`src/rtl/acc_cpu_pkg.sv`:
```
package acc_cpu_pkg;
  localparam int WORD_W = 16;
  localparam int ADDR_W = 10;
  localparam int OP_W   = WORD_W - ADDR_W;

  localparam logic [OP_W-1:0] OP_LOAD  = 6'b000001;
  localparam logic [OP_W-1:0] OP_STORE = 6'b000010;
  localparam logic [OP_W-1:0] OP_ADD   = 6'b000011;
  localparam logic [OP_W-1:0] OP_SUB   = 6'b000100;
  localparam logic [OP_W-1:0] OP_MUL   = 6'b000101;
  localparam logic [OP_W-1:0] OP_JMP   = 6'b000110;
  localparam logic [OP_W-1:0] OP_JZ    = 6'b000111;
  localparam logic [OP_W-1:0] OP_HALT  = 6'b111111;

  typedef enum logic [3:0] {
    ST_FMAR, ST_FWAIT, ST_FCAP, ST_FIR, ST_DEC,
    ST_OWAIT, ST_OCAP, ST_MSET, ST_EXEC, ST_STORE, ST_HALT
  } cpu_state_e;

  function automatic logic [WORD_W-1:0] f_addsub(input logic [WORD_W-1:0] a,
                                                 input logic [WORD_W-1:0] b,
                                                 input logic sub);
    return sub ? a - b : a + b;
  endfunction

  function automatic logic [2*WORD_W-1:0] f_mul(input logic [WORD_W-1:0] a,
                                                input logic [WORD_W-1:0] b);
    return {{WORD_W{1'b0}}, a} * {{WORD_W{1'b0}}, b};
  endfunction

  // Accumulator value after a multiply: upper half if nonzero, else lower half
  function automatic logic [WORD_W-1:0] f_mul_acc(input logic [2*WORD_W-1:0] p);
    return (p[2*WORD_W-1:WORD_W] != '0) ? p[2*WORD_W-1:WORD_W] : p[WORD_W-1:0];
  endfunction
endpackage

```
`src/rtl/acc_cpu_alu.sv`:
```
module acc_cpu_alu
  import acc_cpu_pkg::*;
#(
  parameter int W = WORD_W
) (
  input  logic [OP_W-1:0] op,
  input  logic [W-1:0]    acc,
  input  logic [W-1:0]    opnd,
  input  logic [W-1:0]    x_reg,
  input  logic [W-1:0]    mq_reg,
  output logic [W-1:0]    arith_res,
  output logic [W-1:0]    mul_hi_sel,
  output logic [W-1:0]    mul_lo
);
  logic [2*W-1:0] prod;

  always_comb begin
    arith_res  = f_addsub(acc, opnd, op == OP_SUB);
    prod       = f_mul(x_reg, mq_reg);
    mul_hi_sel = f_mul_acc(prod);
    mul_lo     = prod[W-1:0];
  end
endmodule

```
`src/rtl/acc_cpu_ctrl.sv`:
```
module acc_cpu_ctrl
  import acc_cpu_pkg::*;
(
  input  logic            clk,
  input  logic            rst_n,
  input  logic [OP_W-1:0] opcode,
  input  logic            acc_zero,
  output logic            mar_from_pc,
  output logic            mar_from_ir,
  output logic            pc_inc,
  output logic            pc_load,
  output logic            mdr_from_mem,
  output logic            mdr_from_acc,
  output logic            ir_load,
  output logic            acc_from_mdr,
  output logic            alu_wr,
  output logic            mul_setup,
  output logic            mul_wr,
  output logic            mem_we,
  output logic            halted
);
  cpu_state_e state_q, state_d;
  logic needs_operand;

  assign needs_operand = (opcode == OP_LOAD) || (opcode == OP_ADD) ||
                         (opcode == OP_SUB)  || (opcode == OP_MUL);

  always_ff @(posedge clk) begin
    if (!rst_n) state_q <= ST_FMAR;
    else        state_q <= state_d;
  end

  always_comb begin
    state_d      = state_q;
    mar_from_pc  = 1'b0;
    mar_from_ir  = 1'b0;
    pc_inc       = 1'b0;
    pc_load      = 1'b0;
    mdr_from_mem = 1'b0;
    mdr_from_acc = 1'b0;
    ir_load      = 1'b0;
    acc_from_mdr = 1'b0;
    alu_wr       = 1'b0;
    mul_setup    = 1'b0;
    mul_wr       = 1'b0;
    mem_we       = 1'b0;
    halted       = 1'b0;
    unique case (state_q)
      ST_FMAR:  begin mar_from_pc = 1'b1; state_d = ST_FWAIT; end
      ST_FWAIT: begin pc_inc = 1'b1; state_d = ST_FCAP; end
      ST_FCAP:  begin mdr_from_mem = 1'b1; state_d = ST_FIR; end
      ST_FIR:   begin ir_load = 1'b1; state_d = ST_DEC; end
      ST_DEC: begin
        state_d = ST_FMAR;
        if (needs_operand) begin
          mar_from_ir = 1'b1;
          state_d     = ST_OWAIT;
        end else if (opcode == OP_STORE) begin
          mar_from_ir  = 1'b1;
          mdr_from_acc = 1'b1;
          state_d      = ST_STORE;
        end else if (opcode == OP_JMP) begin
          pc_load = 1'b1;
        end else if (opcode == OP_JZ) begin
          pc_load = acc_zero;
        end else if (opcode == OP_HALT) begin
          state_d = ST_HALT;
        end
      end
      ST_OWAIT: state_d = ST_OCAP;
      ST_OCAP: begin
        mdr_from_mem = 1'b1;
        state_d      = (opcode == OP_MUL) ? ST_MSET : ST_EXEC;
      end
      ST_MSET: begin mul_setup = 1'b1; state_d = ST_EXEC; end
      ST_EXEC: begin
        acc_from_mdr = (opcode == OP_LOAD);
        alu_wr       = (opcode == OP_ADD) || (opcode == OP_SUB);
        mul_wr       = (opcode == OP_MUL);
        state_d      = ST_FMAR;
      end
      ST_STORE: begin mem_we = 1'b1; state_d = ST_FMAR; end
      ST_HALT:  halted = 1'b1;
      default:  state_d = ST_FMAR;
    endcase
  end
endmodule

```
`src/rtl/acc_cpu_core.sv`:
```
module acc_cpu_core
  import acc_cpu_pkg::*;
#(
  parameter int DW = WORD_W,
  parameter int AW = ADDR_W
) (
  input  logic          clk,
  input  logic          rst_n,
  output logic [AW-1:0] mem_addr,
  output logic [DW-1:0] mem_wdata,
  output logic          mem_we,
  input  logic [DW-1:0] mem_rdata,
  output logic          halted,
  output logic [DW-1:0] acc_dbg,
  output logic [DW-1:0] mq_dbg
);
  logic [AW-1:0] pc_q, mar_q;
  logic [DW-1:0] mdr_q, ir_q, acc_q, mq_q, x_q;
  logic [DW-1:0] arith_res, mul_hi_sel, mul_lo;
  logic mar_from_pc, mar_from_ir, pc_inc, pc_load, mdr_from_mem, mdr_from_acc;
  logic ir_load, acc_from_mdr, alu_wr, mul_setup, mul_wr;
  logic [OP_W-1:0] ir_op;
  logic [AW-1:0]   ir_addr;

  assign ir_op   = ir_q[DW-1:AW];
  assign ir_addr = ir_q[AW-1:0];

  acc_cpu_ctrl u_ctrl (
    .clk(clk), .rst_n(rst_n), .opcode(ir_op), .acc_zero(acc_q == '0),
    .mar_from_pc(mar_from_pc), .mar_from_ir(mar_from_ir),
    .pc_inc(pc_inc), .pc_load(pc_load),
    .mdr_from_mem(mdr_from_mem), .mdr_from_acc(mdr_from_acc),
    .ir_load(ir_load), .acc_from_mdr(acc_from_mdr), .alu_wr(alu_wr),
    .mul_setup(mul_setup), .mul_wr(mul_wr), .mem_we(mem_we), .halted(halted)
  );

  acc_cpu_alu #(.W(DW)) u_alu (
    .op(ir_op), .acc(acc_q), .opnd(mdr_q), .x_reg(x_q), .mq_reg(mq_q),
    .arith_res(arith_res), .mul_hi_sel(mul_hi_sel), .mul_lo(mul_lo)
  );

  always_ff @(posedge clk) begin
    if (!rst_n) begin
      pc_q  <= '0;
      mar_q <= '0;
      mdr_q <= '0;
      ir_q  <= '0;
      acc_q <= '0;
      mq_q  <= '0;
      x_q   <= '0;
    end else begin
      if (mar_from_pc)       mar_q <= pc_q;
      else if (mar_from_ir)  mar_q <= ir_addr;
      if (pc_inc)            pc_q  <= pc_q + 1'b1;
      else if (pc_load)      pc_q  <= ir_addr;
      if (mdr_from_mem)      mdr_q <= mem_rdata;
      else if (mdr_from_acc) mdr_q <= acc_q;
      if (ir_load)           ir_q  <= mdr_q;
      if (acc_from_mdr)      acc_q <= mdr_q;
      else if (alu_wr)       acc_q <= arith_res;
      else if (mul_wr)       acc_q <= mul_hi_sel;
      if (mul_setup) begin
        mq_q <= mdr_q;
        x_q  <= acc_q;
      end else if (mul_wr) begin
        mq_q <= mul_lo;
      end
    end
  end

  assign mem_addr  = mar_q;
  assign mem_wdata = mdr_q;
  assign acc_dbg   = acc_q;
  assign mq_dbg    = mq_q;
endmodule

```
`config.mk`:
```
export PLATFORM = sky130hd
export DESIGN_NAME = acc_cpu_core
export DESIGN_NICKNAME = d
export VERILOG_FILES = /design/src/rtl/acc_cpu_pkg.sv /design/src/rtl/acc_cpu_alu.sv /design/src/rtl/acc_cpu_ctrl.sv /design/src/rtl/acc_cpu_core.sv
export SDC_FILE = /design/constraint.sdc
export NUM_CORES = 1
export LEC_CHECK = 0
export ABC_AREA = 1
export BUFFER_PORTS_ARGS = -buffer_cell sky130_fd_sc_hd__buf_2
export CAP_MARGIN = 20
export CORE_ASPECT_RATIO = 1.5
export CORE_MARGIN = 2
export CORE_UTILIZATION = 30
export CTS_BUF_LIST = sky130_fd_sc_hd__clkbuf_16
export CTS_CLUSTER_DIAMETER = 80
export DETAILED_ROUTE_END_ITERATION = 10
export PLACE_DENSITY = 0.43
export SYNTH_ARGS = -nofsm -noshare
export SYNTH_HDL_FRONTEND = slang
export SYNTH_HIERARCHICAL = 1
export SYNTH_SLANG_ARGS = --single-unit
```
`constraint.sdc`:
```
create_clock -name clk -period 6.7 [get_ports clk]
set_clock_uncertainty 0.05 [all_clocks]
set_input_delay 0.67 -clock clk [delete_from_list [all_inputs] [get_ports clk]]
set_output_delay 0.67 -clock clk [all_outputs]
set_load 0.02 [all_outputs]
```
# ---- Word-level counts from Yosys, hierarchy flattened
# Cells that the tools add are included.
dict set report word_totals {
  inputBits 18
  register_bits 104
  latch_bits 0
  mem_bits_ro 0
  ramBits 0
  out_inout_bits 60
  memories 0
}
dict set report classes {
  reduce_logical 13
  add_sub_neg 3
  n_div 0
  n_mul 1
  n_lt_le_gt_ge 0
  muxes 40
  eq_ne 18
  shifts 0
  n_bitwise 0
}
# op n
set ops {}
lappend ops {{$mux W16} 9}
lappend ops {{$mux W10} 4}
lappend ops {{$pmux W4 S9} 1}
lappend ops {{$mul A16 B16 Y32} 1}
lappend ops {{$eq A6 B3 Y1 const B} 4}
lappend ops {{$mux W4} 6}
lappend ops {{$mux W1} 20}
lappend ops {{$add A16 B16 Y16} 1}
lappend ops {{$eq A4 B3 Y1 const B} 4}
lappend ops {{$logic_not A16 Y1} 1}
lappend ops {{$reduce_bool A16 Y1} 1}
lappend ops {{$sub A16 B16 Y16} 1}
lappend ops {{$eq A4 B4 Y1 const B} 3}
lappend ops {{$eq A6 B2 Y1 const B} 2}
lappend ops {{$add A10 B1 Y10 const B} 1}
lappend ops {{$eq A4 B2 Y1 const B} 2}
lappend ops {{$reduce_bool A2 Y1} 4}
lappend ops {{$eq A6 B1 Y1 const B} 1}
lappend ops {{$eq A6 B6 Y1 const B} 1}
lappend ops {{$eq A4 B1 Y1 const B} 1}
lappend ops {{$logic_not A4 Y1} 1}
lappend ops {{$logic_or A1 B1 Y1} 4}
lappend ops {{$reduce_bool A3 Y1} 1}
lappend ops {{$reduce_or A2 Y1} 1}

# ---- Logic depth before layout (Yosys ltp)
dict set report depth {
  depth_word 8
  ltp_mapped 38
}

# ---- By module
# The synthesis kept the hierarchy.
# module cells_each n_inst area_per_inst_um2
set by_module_without_submodules {}
lappend by_module_without_submodules {acc_cpu_alu 1550 1 10631.4}
lappend by_module_without_submodules {acc_cpu_core 596 1 4414.2}
lappend by_module_without_submodules {acc_cpu_ctrl 84 1 465.4}

# ---- Worst setup path after synthesis
# No wires, ideal clock.
dict set report synth_path {
  path_kind {reg-to-reg}
  start {register mq_q[1], in the netlist mq_dbg[1]}
  end {register acc_q[7], in the netlist acc_dbg[7]}
  period_less_slack_ps 6155
  arrival_time_ps 6049
  setup_slack_ps 545
  path_stages_with_launch 33
  path_buffers 3
  cell_sequence {dfxtp_1 > clkbuf_1 > clkbuf_1 > nand2_1 > fa_1 > fa_1 > inv_1 > fa_1 > fa_1 > fa_1 > inv_1 > fa_1 > inv_1 > ha_1 > nand2_1 > inv_2 > nand2_1 > nand2_1 > nand3b_2 > nand2_1 > nand2_1 > nand2_1 > nand2_1 > nor2_1 > nand2_1 > nor2_4 > buf_12 > nand3_2 > nand2_1 > a21oi_1 > o221ai_1 > nand2_1 > inv_1}
}
dict set report synth_via {
  elab_chain_cells 6
}
# item line
set synth_lines {}
lappend synth_lines {{start, declared} acc_cpu_core.sv:18} ;# logic [DW-1:0] mdr_q, ir_q, acc_q, mq_q, x_q;
lappend synth_lines {{start signal, assigned} acc_cpu_core.sv:63} ;# mq_q <= mdr_q;
lappend synth_lines {{start signal, assigned} acc_cpu_core.sv:66} ;# mq_q <= mul_lo;
lappend synth_lines {{$mul A16 B16 Y32 *} acc_cpu_pkg.sv:28} ;# return {{WORD_W{1'b0}}, a} * {{WORD_W{1'b0}}, b};
lappend synth_lines {{$reduce_bool A16 Y1} acc_cpu_pkg.sv:33} ;# return (p[2*WORD_W-1:WORD_W] != '0) ? p[2*WORD_W-1:WORD_W] : p[WORD_W-1:0];
lappend synth_lines {{$mux W16 *} acc_cpu_pkg.sv:33}
lappend synth_lines {{named net mul_hi_sel[7]} acc_cpu_core.sv:19} ;# logic [DW-1:0] arith_res, mul_hi_sel, mul_lo;
lappend synth_lines {{$mux W16 *} acc_cpu_core.sv:61} ;# else if (mul_wr) acc_q <= mul_hi_sel;
lappend synth_lines {{$mux W16 *} acc_cpu_core.sv:60} ;# else if (alu_wr) acc_q <= arith_res;
lappend synth_lines {{$mux W16 *} acc_cpu_core.sv:59} ;# if (acc_from_mdr) acc_q <= mdr_q;
lappend synth_lines {{end signal, assigned} acc_cpu_core.sv:59}
lappend synth_lines {{end signal, assigned} acc_cpu_core.sv:60}
lappend synth_lines {{end signal, assigned} acc_cpu_core.sv:61}
lappend synth_lines {{end, declared} acc_cpu_core.sv:18}
# The timed path passes the listed nets; every way through them passes the cells marked *. The select of a mux whose other input is x is not followed.
# A chain may end at the register's enable or synchronous reset.

# ---- Worst setup path after layout
dict set report layout_path {
  start {register mq_q[4], in the netlist mq_dbg[4]}
  end {register acc_q[12], in the netlist acc_dbg[12]}
}
# The elaborated chain is that of the path after synthesis.

==> results by group <==
STA
  – Slew Limit Fails: 0
  – Slew headroom: 47.0%
  – Min Tclk post-route: 6380 ps
  – Total negative slack: 0 ps
  – RSZ-0062 raised after global routing: no
  – Final setup fails: 0
  – Final hold violations: 0
  – Worst-margin pin slew: 794 ps
  – Part of the cycle the worst path needs: 95.2%
  – Final worst slack: 324 ps
  – Fmax: 0.157 GHz

Power
  – Maximum VDD drop: 0.000167 V
  – PwrDens: 91.7 nW/µm²
  – P_leak: 9.69 nW

Global routing
  – Vias in the first global route: 14,500
  – Total routing usage reported by global routing: 21.3%
  – Initial antenna violation count: 0
  – First-pass GRT wire length: 85,600 µm
  – Largest net degree at the start of global routing: 72
  – GR Overflow Total: 0

Synthesis
  – Top_reg_cell synth: dfxtp_1
  – Synthesized cell area: 15,500 µm²
  – Synthesized flop and latch total: 104
  – Sequential-to-total area share from yosys stat: 13.4%
  – Most frequent cells after synthesis: nand2_1, inv_1, fa_1, ha_1, nor2_1
  – EDFF count, synth: 0
  – Compound-Gate Fraction of Synth Area: 9.54%
  – Synth area leader: fa_1
  – Synth async-reset ratio: 0%
  – Syn nets: 2,564
  – Count of unique library cells instantiated by Yosys: 48
  – Largest family of logic cells by synthesized area: adder cells
  – Synthesized instance count: 2,230
  – Post-synthesis mux area share: 0%
  – Top post-synthesis cells by area: fa_1, nand2_1, dfxtp_1
  – Xor/xnor share of the synthesized area: 2.43%
  – Synthesis Warnings: 6
  – Simple-Gate Fraction of Synth Area: 23.5%
  – Top-count cell post-synth: nand2_1
  – Top cell type's share of synthesized area: 25.2%
  – Adder-Cell Fraction of Synth Area: 34.9%
  – Mean Syn Cell Area: 6.96 µm²

Placement
  – PortBufs: 77
  – GPL Wtd Cong: 0.912
  – Inst Count DP: 2,945
  – HPWL Detailed: 45,200 µm
  – Pre-CTS setup slack: 24.8 ps

Clocking
  – Post-CTS sizing: 1
  – Root buffer cell: clkbuf_16
  – Cts hold-fix bufs: 0
  – Setup bufs post-CTS: 0
  – Clk buf depth: 2
  – H-tree depth: 3
  – Num Clock Sinks: 104
  – CTS buffer count: 9
  – Worst-skew pair later-pin latency: 380 ps
  – Clock slew at reported path FFs: 90 ps
  – TritonCTS clock tree: yes

Setup path
  – Setup crit end kind: flop
  – Kind of critical path: flop to flop
  – Critical Path RT: 6970 ps
  – RR Startpoint: mq_dbg[4]
  – FF-to-FF setup slack: 320 ps
  – R2R Path End: acc_dbg[12]
  – Max FO, Critical Path: 14
  – Worst Reg-to-Reg Cells: 28
  – Crit path launch type: flop
  – CP arrival: 6650 ps
  – CP Launch Point: mq_dbg[4]
  – Worst setup path endpoint: acc_dbg[12]
  – Most used cell, CP: nand2_1
  – Slowest CP cell: fa_1
  – Max incr delay on CP: 570 ps

Detailed routing
  – Via-to-Cell Ratio: 4.72
  – Total routed wirelength: 56,000 µm
  – Via count: 14,000
  – Post-DRT Antenna Nets: 0
  – First-pass detailed-route iteration total: 5
  – DR iter-0 viols: 745
  – # DRC: 0
  – Wire per inst: 18.9 µm

Cells and area
  – Final cell count without fillers: 2,961
  – Share of cells above drive strength 1: 10.7%
  – Filler cell count: 5,709
  – Post-layout net count: 2,614
  – Area grow syn2layout: 11.3%
  – Antenna diodes: 0

Die
  – CORE AREA: 51,300 µm²
  – Starting Density: 30.2%
  – Num rows: 102
  – Die Span Y: 282 µm
  – Die width: 190 µm
  – Total die area: 53,600 µm²
  – # IOs: 78

Outcome
  – Status: complete, no violations

Hold path
  – Hold Crit Class: flop to flop

Flow run
  – Number of max-capacitance violations reported: 0
## power by group
part           total, mW  switching (mW)  internal [mW]
clock network      0.549           0.288          0.261
logic              0.355           0.232          0.123
registers          0.679          0.0381          0.641
## critical path: cells and delay by family (launching register included)
kind,cells,cell delay (ps)
AOI/OAI and AO/OA,2,220
adders and majority gates,7,3440
buffers and inverters,4,520
DFF,1,350
and+or+nand+nor,15,1710
## cells by family after synthesis
family,after synthesis
AO/OA/AOI/OAI,255
flip-flops,104
adder cells (fa/ha/maj),316
buffers and inverters,645
XOR/XNOR,43
AND/OR/NAND/NOR,867
## layout make-up
| cell class | instances | area (µm²) | share of cell area [%] |
|---|---|---|---|
| Clock buffer | 9 | 225 | 1.30 |
| Clock inverter | 7 | 66.3 | 0.384 |
| Timing Repair Buffer | 143 | 1050 | 6.09 |
| Inverter | 541 | 2030 | 11.8 |
| Tap cell | 676 | 846 | 4.90 |
| Sequential cell | 104 | 2100 | 12.2 |
| Multi-Input combinational cell | 1481 | 11000 | 63.4 |
## sequential cells by signal, summed over array words and instances, names as in the netlist
signal / count
acc_dbg: 16
ir_q: 16
mq_dbg: 16
x_q: 16
mem_wdata: 16
u_ctrl/state_q: 4
pc_q: 10
mem_addr: 10
## placed cells by master (no fill, tap or decap), drive strengths merged, types with 2 or more instances in the layout
cell type,n
nand3b,11
xor2,34
o211ai,8
o221ai,34
nor3,7
buf,143
a21o,2
o21ai,83
fa,195
a21oi,103
nand4,13
clkinv,9
ha,121
nor4,3
dfxtp,104
nand3,65
o31ai,2
a31oi,15
inv,539
o22ai,3
or2,11
nand2,627
clkbuf,9
a211oi,2
xnor2,9
nor2,127
## through the flow
| step | instance area (µm²) | total power [mW] | hold WS [ps] | utilization [%] |
|---|---|---|---|---|
| after floorplan | 15500 | 0.940 | 395 | - |
| after global placement | 16900 | 1.04 | 442 | 33.0 |
| after detailed placement | 16900 | 1.04 | 453 | 33.0 |
| after CTS | 17200 | 1.60 | 463 | 33.6 |
| after global routing | 17300 | 1.66 | 483 | 33.7 |
| final | 17300 | 1.58 | 455 | 33.7 |
## layer usage
metal	routed length, µm	GRT usage [%]	up-vias
met5	0	0	-
met4	1620	7.41	0
met3	1620	1.60	66
met2	30700	42.0	284
met1	22100	23.9	6815
li1	-	-	6799
## worst min path at each step
| stage | from | end | cells past startpoint |
|---|---|---|---|
| 2_1_floorplan | ir_q[9] | mem_addr[9] | 2 |
| 3_3_place_gp | ir_q[9] | mem_addr[9] | 2 |
| 3_5_place_dp | ir_q[9] | mem_addr[9] | 2 |
| 4_1_cts | ir_q[9] | mem_addr[9] | 2 |
| 5_1_grt | pc_q[9] | pc_q[9] | 2 |
| 6_report | ir_q[9] | mem_addr[9] | 2 |
Power figures use the tool's default switching activity.
